$ cat config.mk
export PLATFORM = sky130hd
export DESIGN_NAME = spi_host_regs
export DESIGN_NICKNAME = d
export VERILOG_FILES = /design/src/rtl/spi_rf_pkg.sv /design/src/rtl/spi_rf_fifo.sv /design/src/rtl/spi_rf_irq.sv /design/src/rtl/spi_host_regs.sv
export SDC_FILE = /design/constraint.sdc
export NUM_CORES = 1
export LEC_CHECK = 0
export BUFFER_PORTS_ARGS = -buffer_cell sky130_fd_sc_hd__buf_2
export CORE_ASPECT_RATIO = 0.5
export CORE_MARGIN = 2
export CORE_UTILIZATION = 55
export DETAILED_ROUTE_END_ITERATION = 8
export GPL_TIMING_DRIVEN = 0
export PLACE_DENSITY = 0.8
export REMOVE_ABC_BUFFERS = 1
export SYNTH_ARGS = -nofsm -noshare
export SYNTH_HDL_FRONTEND = slang
export SYNTH_SLANG_ARGS = --single-unit
$ cat constraint.sdc
create_clock -name clk -period 15.12 [get_ports clk]
set_input_delay 1.512 -clock clk [delete_from_list [all_inputs] [get_ports clk]]
set_output_delay 1.512 -clock clk [all_outputs]
set_load 0.05 [all_outputs]
$ cat src/rtl/spi_rf_pkg.sv
// Shared constants for the SPI host register block: register offsets,
// control and flag bit positions, and field widths.
package spi_rf_pkg;
    localparam int WORD_W = 32;
    localparam int ADDR_W = 6;
    localparam int TH_W   = 4;

    localparam logic [ADDR_W-1:0] A_CTRL  = 6'h00;
    localparam logic [ADDR_W-1:0] A_CLOCK = 6'h04;
    localparam logic [ADDR_W-1:0] A_TXWD  = 6'h08;
    localparam logic [ADDR_W-1:0] A_RXWD  = 6'h0C;
    localparam logic [ADDR_W-1:0] A_FRAME = 6'h10;
    localparam logic [ADDR_W-1:0] A_STAT  = 6'h14;
    localparam logic [ADDR_W-1:0] A_IEN   = 6'h18;
    localparam logic [ADDR_W-1:0] A_ISR   = 6'h1C;
    localparam logic [ADDR_W-1:0] A_FCTL  = 6'h20;
    localparam logic [ADDR_W-1:0] A_DATA  = 6'h24;

    localparam int B_FLUSH_TX = 12;
    localparam int B_FLUSH_RX = 4;
    localparam int B_TXTH_LO  = 8;
    localparam int B_RXTH_LO  = 0;
    localparam int B_TC       = 4;
    localparam int B_RC       = 3;
    localparam int B_OV       = 0;
    localparam int B_THR      = 9;

    typedef struct packed {
        logic tc;
        logic rc;
        logic ov;
    } flags_t;
endpackage

$ cat src/rtl/spi_rf_fifo.sv
// Synchronous word queue with flush.
// Assumes: pushes while full and pops while empty are ignored; flush has
// priority over push and pop in the same cycle. Empty head reads as zero.
module spi_rf_fifo #(
    parameter int W     = 32,
    parameter int DEPTH = 8
) (
    input  logic                       clk,
    input  logic                       rst_n,
    input  logic                       flush,
    input  logic                       push,
    input  logic [W-1:0]               din,
    input  logic                       pop,
    output logic [W-1:0]               dout,
    output logic [$clog2(DEPTH+1)-1:0] count,
    output logic                       full,
    output logic                       empty
);
    localparam int PTR_W = (DEPTH > 1) ? $clog2(DEPTH) : 1;
    localparam int CNT_W = $clog2(DEPTH + 1);

    logic [W-1:0]     mem [DEPTH];
    logic [PTR_W-1:0] wr_ptr, rd_ptr;
    logic             do_push, do_pop;

    assign full    = (count == CNT_W'(DEPTH));
    assign empty   = (count == '0);
    assign do_push = push && !full && !flush;
    assign do_pop  = pop && !empty && !flush;
    assign dout    = empty ? '0 : mem[rd_ptr];

    // storage write, no reset needed on data
    always_ff @(posedge clk) begin
        if (do_push) mem[wr_ptr] <= din;
    end

    // pointer and occupancy tracking
    always_ff @(posedge clk) begin
        if (!rst_n || flush) begin
            wr_ptr <= '0;
            rd_ptr <= '0;
            count  <= '0;
        end else begin
            if (do_push) wr_ptr <= (wr_ptr == PTR_W'(DEPTH-1)) ? '0 : wr_ptr + 1'b1;
            if (do_pop)  rd_ptr <= (rd_ptr == PTR_W'(DEPTH-1)) ? '0 : rd_ptr + 1'b1;
            case ({do_push, do_pop})
                2'b10:   count <= count + 1'b1;
                2'b01:   count <= count - 1'b1;
                default: count <= count;
            endcase
        end
    end
endmodule

$ cat src/rtl/spi_rf_irq.sv
// Latched interrupt flags with write-one-to-clear and the masked request.
// Assumes: an event in the same cycle as its clear leaves the flag set.
module spi_rf_irq
    import spi_rf_pkg::*;
(
    input  logic              clk,
    input  logic              rst_n,
    input  flags_t            events,
    input  logic              clr_we,
    input  logic [WORD_W-1:0] clr_bits,
    input  logic              ien_rc,
    input  logic              ien_ov,
    output flags_t            flags,
    output logic              irq
);
    // set on event, clear on write-one, event wins
    always_ff @(posedge clk) begin
        if (!rst_n) begin
            flags <= '0;
        end else begin
            flags.tc <= events.tc | (flags.tc & ~(clr_we & clr_bits[B_TC]));
            flags.rc <= events.rc | (flags.rc & ~(clr_we & clr_bits[B_RC]));
            flags.ov <= events.ov | (flags.ov & ~(clr_we & clr_bits[B_OV]));
        end
    end

    // request line from enabled flags only
    assign irq = (flags.rc & ien_rc) | (flags.ov & ien_ov);
endmodule

$ cat src/rtl/spi_host_regs.sv
// Host-side register block of an SPI master: register decode, transmit and
// receive word queues, thresholds, interrupt flags and the enable gate.
// Assumes: single-cycle register accesses; the shifter holds tx_ready only
// while it can take a word and strobes rx_valid once per received word.
module spi_host_regs
    import spi_rf_pkg::*;
#(
    parameter int DEPTH = 8
) (
    input  logic              clk,
    input  logic              rst_n,
    input  logic              wr_en,
    input  logic              rd_en,
    input  logic [ADDR_W-1:0] addr,
    input  logic [WORD_W-1:0] wdata,
    output logic [WORD_W-1:0] rdata,
    output logic [WORD_W-1:0] tx_word,
    output logic              tx_valid,
    input  logic              tx_ready,
    input  logic [WORD_W-1:0] rx_word,
    input  logic              rx_valid,
    output logic              frame_active,
    output logic [WORD_W-1:0] cfg_clock,
    output logic [WORD_W-1:0] cfg_txword,
    output logic [WORD_W-1:0] cfg_rxword,
    output logic [WORD_W-1:0] cfg_frame,
    output logic              irq
);
    localparam int CNT_W = $clog2(DEPTH + 1);

    logic             enable, ien_rc, ien_ov;
    logic [TH_W-1:0]  tx_th, rx_th;
    logic             tx_flush, rx_flush, tx_push, rx_pop, tx_pop;
    logic [CNT_W-1:0] tx_cnt, rx_cnt;
    logic             tx_full, tx_empty, rx_full, rx_empty;
    logic [WORD_W-1:0] rx_head;
    logic             thr_hit;
    flags_t           events, flags;

    // bus strobes decoded per address
    assign tx_flush = wr_en && (addr == A_FCTL) && wdata[B_FLUSH_TX];
    assign rx_flush = wr_en && (addr == A_FCTL) && wdata[B_FLUSH_RX];
    assign tx_push  = wr_en && (addr == A_DATA);
    assign rx_pop   = rd_en && (addr == A_DATA);
    assign tx_pop   = tx_valid && tx_ready;

    // configuration and control registers
    always_ff @(posedge clk) begin
        if (!rst_n) begin
            enable     <= 1'b0;
            ien_rc     <= 1'b0;
            ien_ov     <= 1'b0;
            tx_th      <= '0;
            rx_th      <= '0;
            cfg_clock  <= '0;
            cfg_txword <= '0;
            cfg_rxword <= '0;
            cfg_frame  <= '0;
        end else if (wr_en) begin
            case (addr)
                A_CTRL:  enable     <= wdata[0];
                A_CLOCK: cfg_clock  <= wdata;
                A_TXWD:  cfg_txword <= wdata;
                A_RXWD:  cfg_rxword <= wdata;
                A_FRAME: cfg_frame  <= wdata;
                A_IEN: begin
                    ien_rc <= wdata[B_RC];
                    ien_ov <= wdata[B_OV];
                end
                A_FCTL: begin
                    tx_th <= wdata[B_TXTH_LO +: TH_W];
                    rx_th <= wdata[B_RXTH_LO +: TH_W];
                end
                default: ;
            endcase
        end
    end

    spi_rf_fifo #(.W(WORD_W), .DEPTH(DEPTH)) u_txq (
        .clk(clk), .rst_n(rst_n), .flush(tx_flush), .push(tx_push), .din(wdata),
        .pop(tx_pop), .dout(tx_word), .count(tx_cnt), .full(tx_full), .empty(tx_empty)
    );

    spi_rf_fifo #(.W(WORD_W), .DEPTH(DEPTH)) u_rxq (
        .clk(clk), .rst_n(rst_n), .flush(rx_flush), .push(rx_valid), .din(rx_word),
        .pop(rx_pop), .dout(rx_head), .count(rx_cnt), .full(rx_full), .empty(rx_empty)
    );

    // enable gate on the shifter side
    assign tx_valid     = enable && !tx_empty;
    assign frame_active = enable && !tx_empty;

    // flag events and the live threshold indication
    always_comb begin
        events.ov = rx_valid && rx_full && !rx_flush;
        events.rc = rx_valid && !rx_full && !rx_flush && (rx_th != '0) &&
                    (8'(rx_cnt) + 8'd1 == 8'(rx_th));
        events.tc = tx_pop && (tx_cnt == CNT_W'(1)) && !tx_push && !tx_flush;
        thr_hit   = (rx_th != '0) && (8'(rx_cnt) >= 8'(rx_th));
    end

    spi_rf_irq u_irq (
        .clk(clk), .rst_n(rst_n), .events(events),
        .clr_we(wr_en && (addr == A_ISR)), .clr_bits(wdata),
        .ien_rc(ien_rc), .ien_ov(ien_ov), .flags(flags), .irq(irq)
    );

    // read data mux
    always_comb begin
        rdata = '0;
        case (addr)
            A_CTRL:  rdata[0] = enable;
            A_CLOCK: rdata = cfg_clock;
            A_TXWD:  rdata = cfg_txword;
            A_RXWD:  rdata = cfg_rxword;
            A_FRAME: rdata = cfg_frame;
            A_STAT:  rdata[0] = !rx_empty;
            A_IEN: begin
                rdata[B_RC] = ien_rc;
                rdata[B_OV] = ien_ov;
            end
            A_ISR: begin
                rdata[B_THR] = thr_hit;
                rdata[B_TC]  = flags.tc;
                rdata[B_RC]  = flags.rc;
                rdata[B_OV]  = flags.ov;
            end
            A_FCTL: begin
                rdata[B_TXTH_LO +: TH_W] = tx_th;
                rdata[B_RXTH_LO +: TH_W] = rx_th;
            end
            A_DATA:  rdata = rx_head;
            default: rdata = '0;
        endcase
    end
endmodule

==> impl_summary.txt <==
----------------------------------------------------
[Floorplan]
  Die extent in x ... 316 microns
  Overall die height ... ~160 microns
  Core region area ... 48400 sq um
  Top-level I/O count ... 271
  Starting density of the core ... 0.555
  Die Outline Area ... 50700 sq um
  Row cnt ... 57

[Routing]
  Vias per inst ... around 6.3
  Number of remaining DRC errors ... 0
  Total routed wirelength ... 70700 microns
  Number of design-rule violations left by the first detailed-router iteration ... 2392
  Detailed-routing iteration count for the pre-antenna-repair pass ... 7
  Vias after detailed routing ... 17.2k
  Wirelength per Cell ... 25.9 microns
  Number of routed nets with antenna violations ... 0

[Synth]
  Cell count after synthesis ... between 1.5k and 2k
  Mean cell area of the mapped netlist ... around 15 sq um
  Part of the Yosys area used for sequential elements ... 0.698
  Yosys cell types ... 57
  Library cell occupying the most area in the post-synthesis netlist ... edfxtp_1
  Synthesis Warnings ... 0
  Fraction of synthesis flops using an asynchronous set or reset pin ... 0
  Post-synth design cell area ... roughly 27000 sq um
  Commonest register cell after synthesis ... edfxtp_1
  Synth top area cells ... edfxtp_1 (57%), dfxtp_1 (13%), mux4_2 (11%)
  Flops & latches, synth ... 680
  Proportion of netlist area held by the largest area contributor ... 0.573
  Count of flip-flops with a built-in enable after synthesis ... 512

[Final layout]
  Commonest cells after routing, fill and taps aside ... edfxtp_1 (512), nand2_1 (279), buf_2 (270)
  Most common cell after layout, fill and taps aside ... edfxtp_1
  Synth-to-layout area growth ... 16.8%
  # fillers ... 3178
  Share of post-route cells with drive strength above 1 ... 0.289
  Post-layout nets ... 2123
  Final design utilization ... 0.648

[Power and ir drop]
  Power per unit of standard cell area ... ~120 nW/um^2
  Peak supply drop ... 0.0920 mV
  Total leakage power ... 10.6 nW

[Timing]
  Slew at the pin with the worst max-slew slack ... 1420 ps
  Final number of hold-violating endpoints ... 0
  RSZ-0062 raised after global routing ... false
  Final critical-path share of the clock period ... 0.374
  Number of failing setup endpoints in the final timing report ... 0
  Worst slew margin ... 0.0482
  Clock period minus worst slack ... 5650 ps
  Maximum achievable frequency ... 177 MHz
  Number of slew-limit violations in the final report ... 0
  Layout Skew ... 15.7 ps
  Total negative setup slack ... 0 ps

[Setup path]
  Destination of the critical timing path ... rdata[9]
  RR Startpoint ... u_rxq.count[1]$_SDFFE_PP0P_
  Kind of start point of the critical path ... input port
  Maximum fanout count along the critical path ... 31
  Most common cell on crit path ... buf_2
  Category of the worst setup path capture point ... output pin
  Worst EP required ... 13610 ps
  Register-to-Register Path Depth ... 12
  Data arrival time of the worst path ... 4140 ps
  Slowest stage cell on the critical path ... and2_2
  R2r endpoint ... u_rxq.count[2]$_SDFFE_PP0P_
  Crit path cell chain ... buf_2 -> nor4b_1 -> and2_2 -> a222oi_1 -> o211a_1 -> o21ai_0 -> buf_2
  Maximum single-stage delay on the critical path ... 870 ps
  Source of the critical timing path ... addr[1]
  Worst-case register-to-register setup slack ... approximately 11000 ps
  Crit Path Class ... in -> out

[Clock tree]
  CTS tree ... built
  Clock buffer depth ... 3
  # clock sinks ... just under 700
  Cell chosen for the clock root ... clkbuf_16
  CTS Hold Bufs ... 0
  Clock insertion delay at the later pin of the skew report ... 600 ps
  Depth of the CTS H-tree ... 2
  Buffers inserted by post-CTS timing repair ... 0
  Number of buffers created by CTS ... 57
  Number of cells upsized or downsized after cts ... 0
  Clock-pin slew on the worst setup and hold paths ... about 70 ps

[Outcome]
  Outcome ... finished clean

[Placement]
  # port buffers ... 270
  Final HPWL from detailed placement ... 42900 microns
  GPL Wtd Cong ... 0.914

[Job]
  Max Cap Viol ... 0

[Worst hold path]
  Class of the tightest hold or removal check ... reg -> reg

[Global route]
  Pin count of the biggest net entering global routing ... 81
  Global-route usage over all layers ... 0.276
  Total overflow reported by the global router ... 0
  Global-route wire length before repair ... 105000 microns
  Initial antenna violation count ... 12
  Via count of the first global-routing pass ... approximately 17k

----------------------------------------------------
sequential cells by signal, summed over array words and instances (netlist names), named ones only:
name / cells
cfg_clock: 32
cfg_frame: 32
cfg_rxword: 32
cfg_txword: 32
enable: 1
ien_ov: 1
ien_rc: 1
rx_th: 4
tx_th: 4
u_irq.flags: 3
u_rxq.count: 4
u_rxq.mem: 256
u_rxq.rd_ptr: 3
u_rxq.wr_ptr: 3
u_txq.count: 4
u_txq.mem: 256
u_txq.rd_ptr: 3
u_txq.wr_ptr: 3
worst max-delay path, delay by kind of cell:
kind	cells	cell delay (ps)
AO/OA/AOI/OAI	3	600
buffers and inverters	2	450
AND/OR/NAND/NOR	2	1550
worst min path at each step:
stage,start,end,slack [ps],depth (start not counted)
3_5_place_dp,cfg_frame[22]$_SDFFE_PN0P_,cfg_frame[22]$_SDFFE_PN0P_,460,2
2_1_floorplan,tx_th[0]$_SDFFE_PN0N_,tx_th[0]$_SDFFE_PN0N_,440,2
4_1_cts,cfg_frame[29]$_SDFFE_PN0P_,cfg_frame[29]$_SDFFE_PN0P_,470,2
3_3_place_gp,tx_th[1]$_SDFFE_PN0N_,tx_th[1]$_SDFFE_PN0N_,440,2
5_1_grt,cfg_clock[31]$_SDFFE_PN0P_,cfg_clock[31]$_SDFFE_PN0P_,490,2
6_report,cfg_frame[29]$_SDFFE_PN0P_,cfg_frame[29]$_SDFFE_PN0P_,470,2
metrics by stage:
step | worst slack, ps | hold WS [ps] | power, W | area, sq um | instances
3_3_place_gp | 5310 | 444 | 0.00219 | 28500 | 2566
5_1_grt | 9380 | 491 | 0.00374 | 31400 | 2734
6_report | 9470 | 471 | 0.00366 | 31400 | 2735
2_1_floorplan | 9090 | 436 | 0.00213 | 26400 | 1647
4_1_cts | 9550 | 469 | 0.00366 | 31300 | 2725
3_5_place_dp | 9510 | 460 | 0.00220 | 29500 | 2617
kinds of logic after synthesis:
group                      share of synthesized area
DFF                                            0.698
and+or+nand+nor                               0.0758
AOI/OAI and AO/OA                             0.0562
muxes                                          0.137
buffers and inverters                         0.0205
adders and majority gates                    0.00932
xor gates and xnor gates                     0.00326
area by class of cell:
type,instances,area (sq um),share of cell area
inverters,16,62.6,0.00200
repair buffers,321,2130,0.0678
multi-input cells,951,7710,0.246
clock buffers,77,1590,0.0506
flip-flops and latches,680,18800,0.598
clock inverters,31,280,0.00894
well taps,649,812,0.0259
diodes,10,25.0,0.000798
where the power goes:
group	switching, W	internal [W]
Combinational	0.0000935	0.0000381
Clock	0.000666	0.000822
Sequential	0.00000986	0.00203
Total	0.000769	0.00289
synth_stat cells (all sizes together) (8+ instances only):
cell	count
edfxtp	512
nand2	282
dfxtp	168
a21oi	150
mux4	129
clkbuf	66
nor2	65
nand3	63
a22oi	55
mux2i	51
buf	48
mux2	24
ha	20
inv	16
nor3	12
nand2b	11
a222oi	8
metal layers:
layer	routed length (microns)	up-vias	global-route usage
li1	-	7281	-
met1	26300	8668	0.374
met2	35000	1069	0.449
met3	6380	225	0.0477
met4	3070	4	0.111
met5	21	-	0
Power figures use the tool's default switching activity.
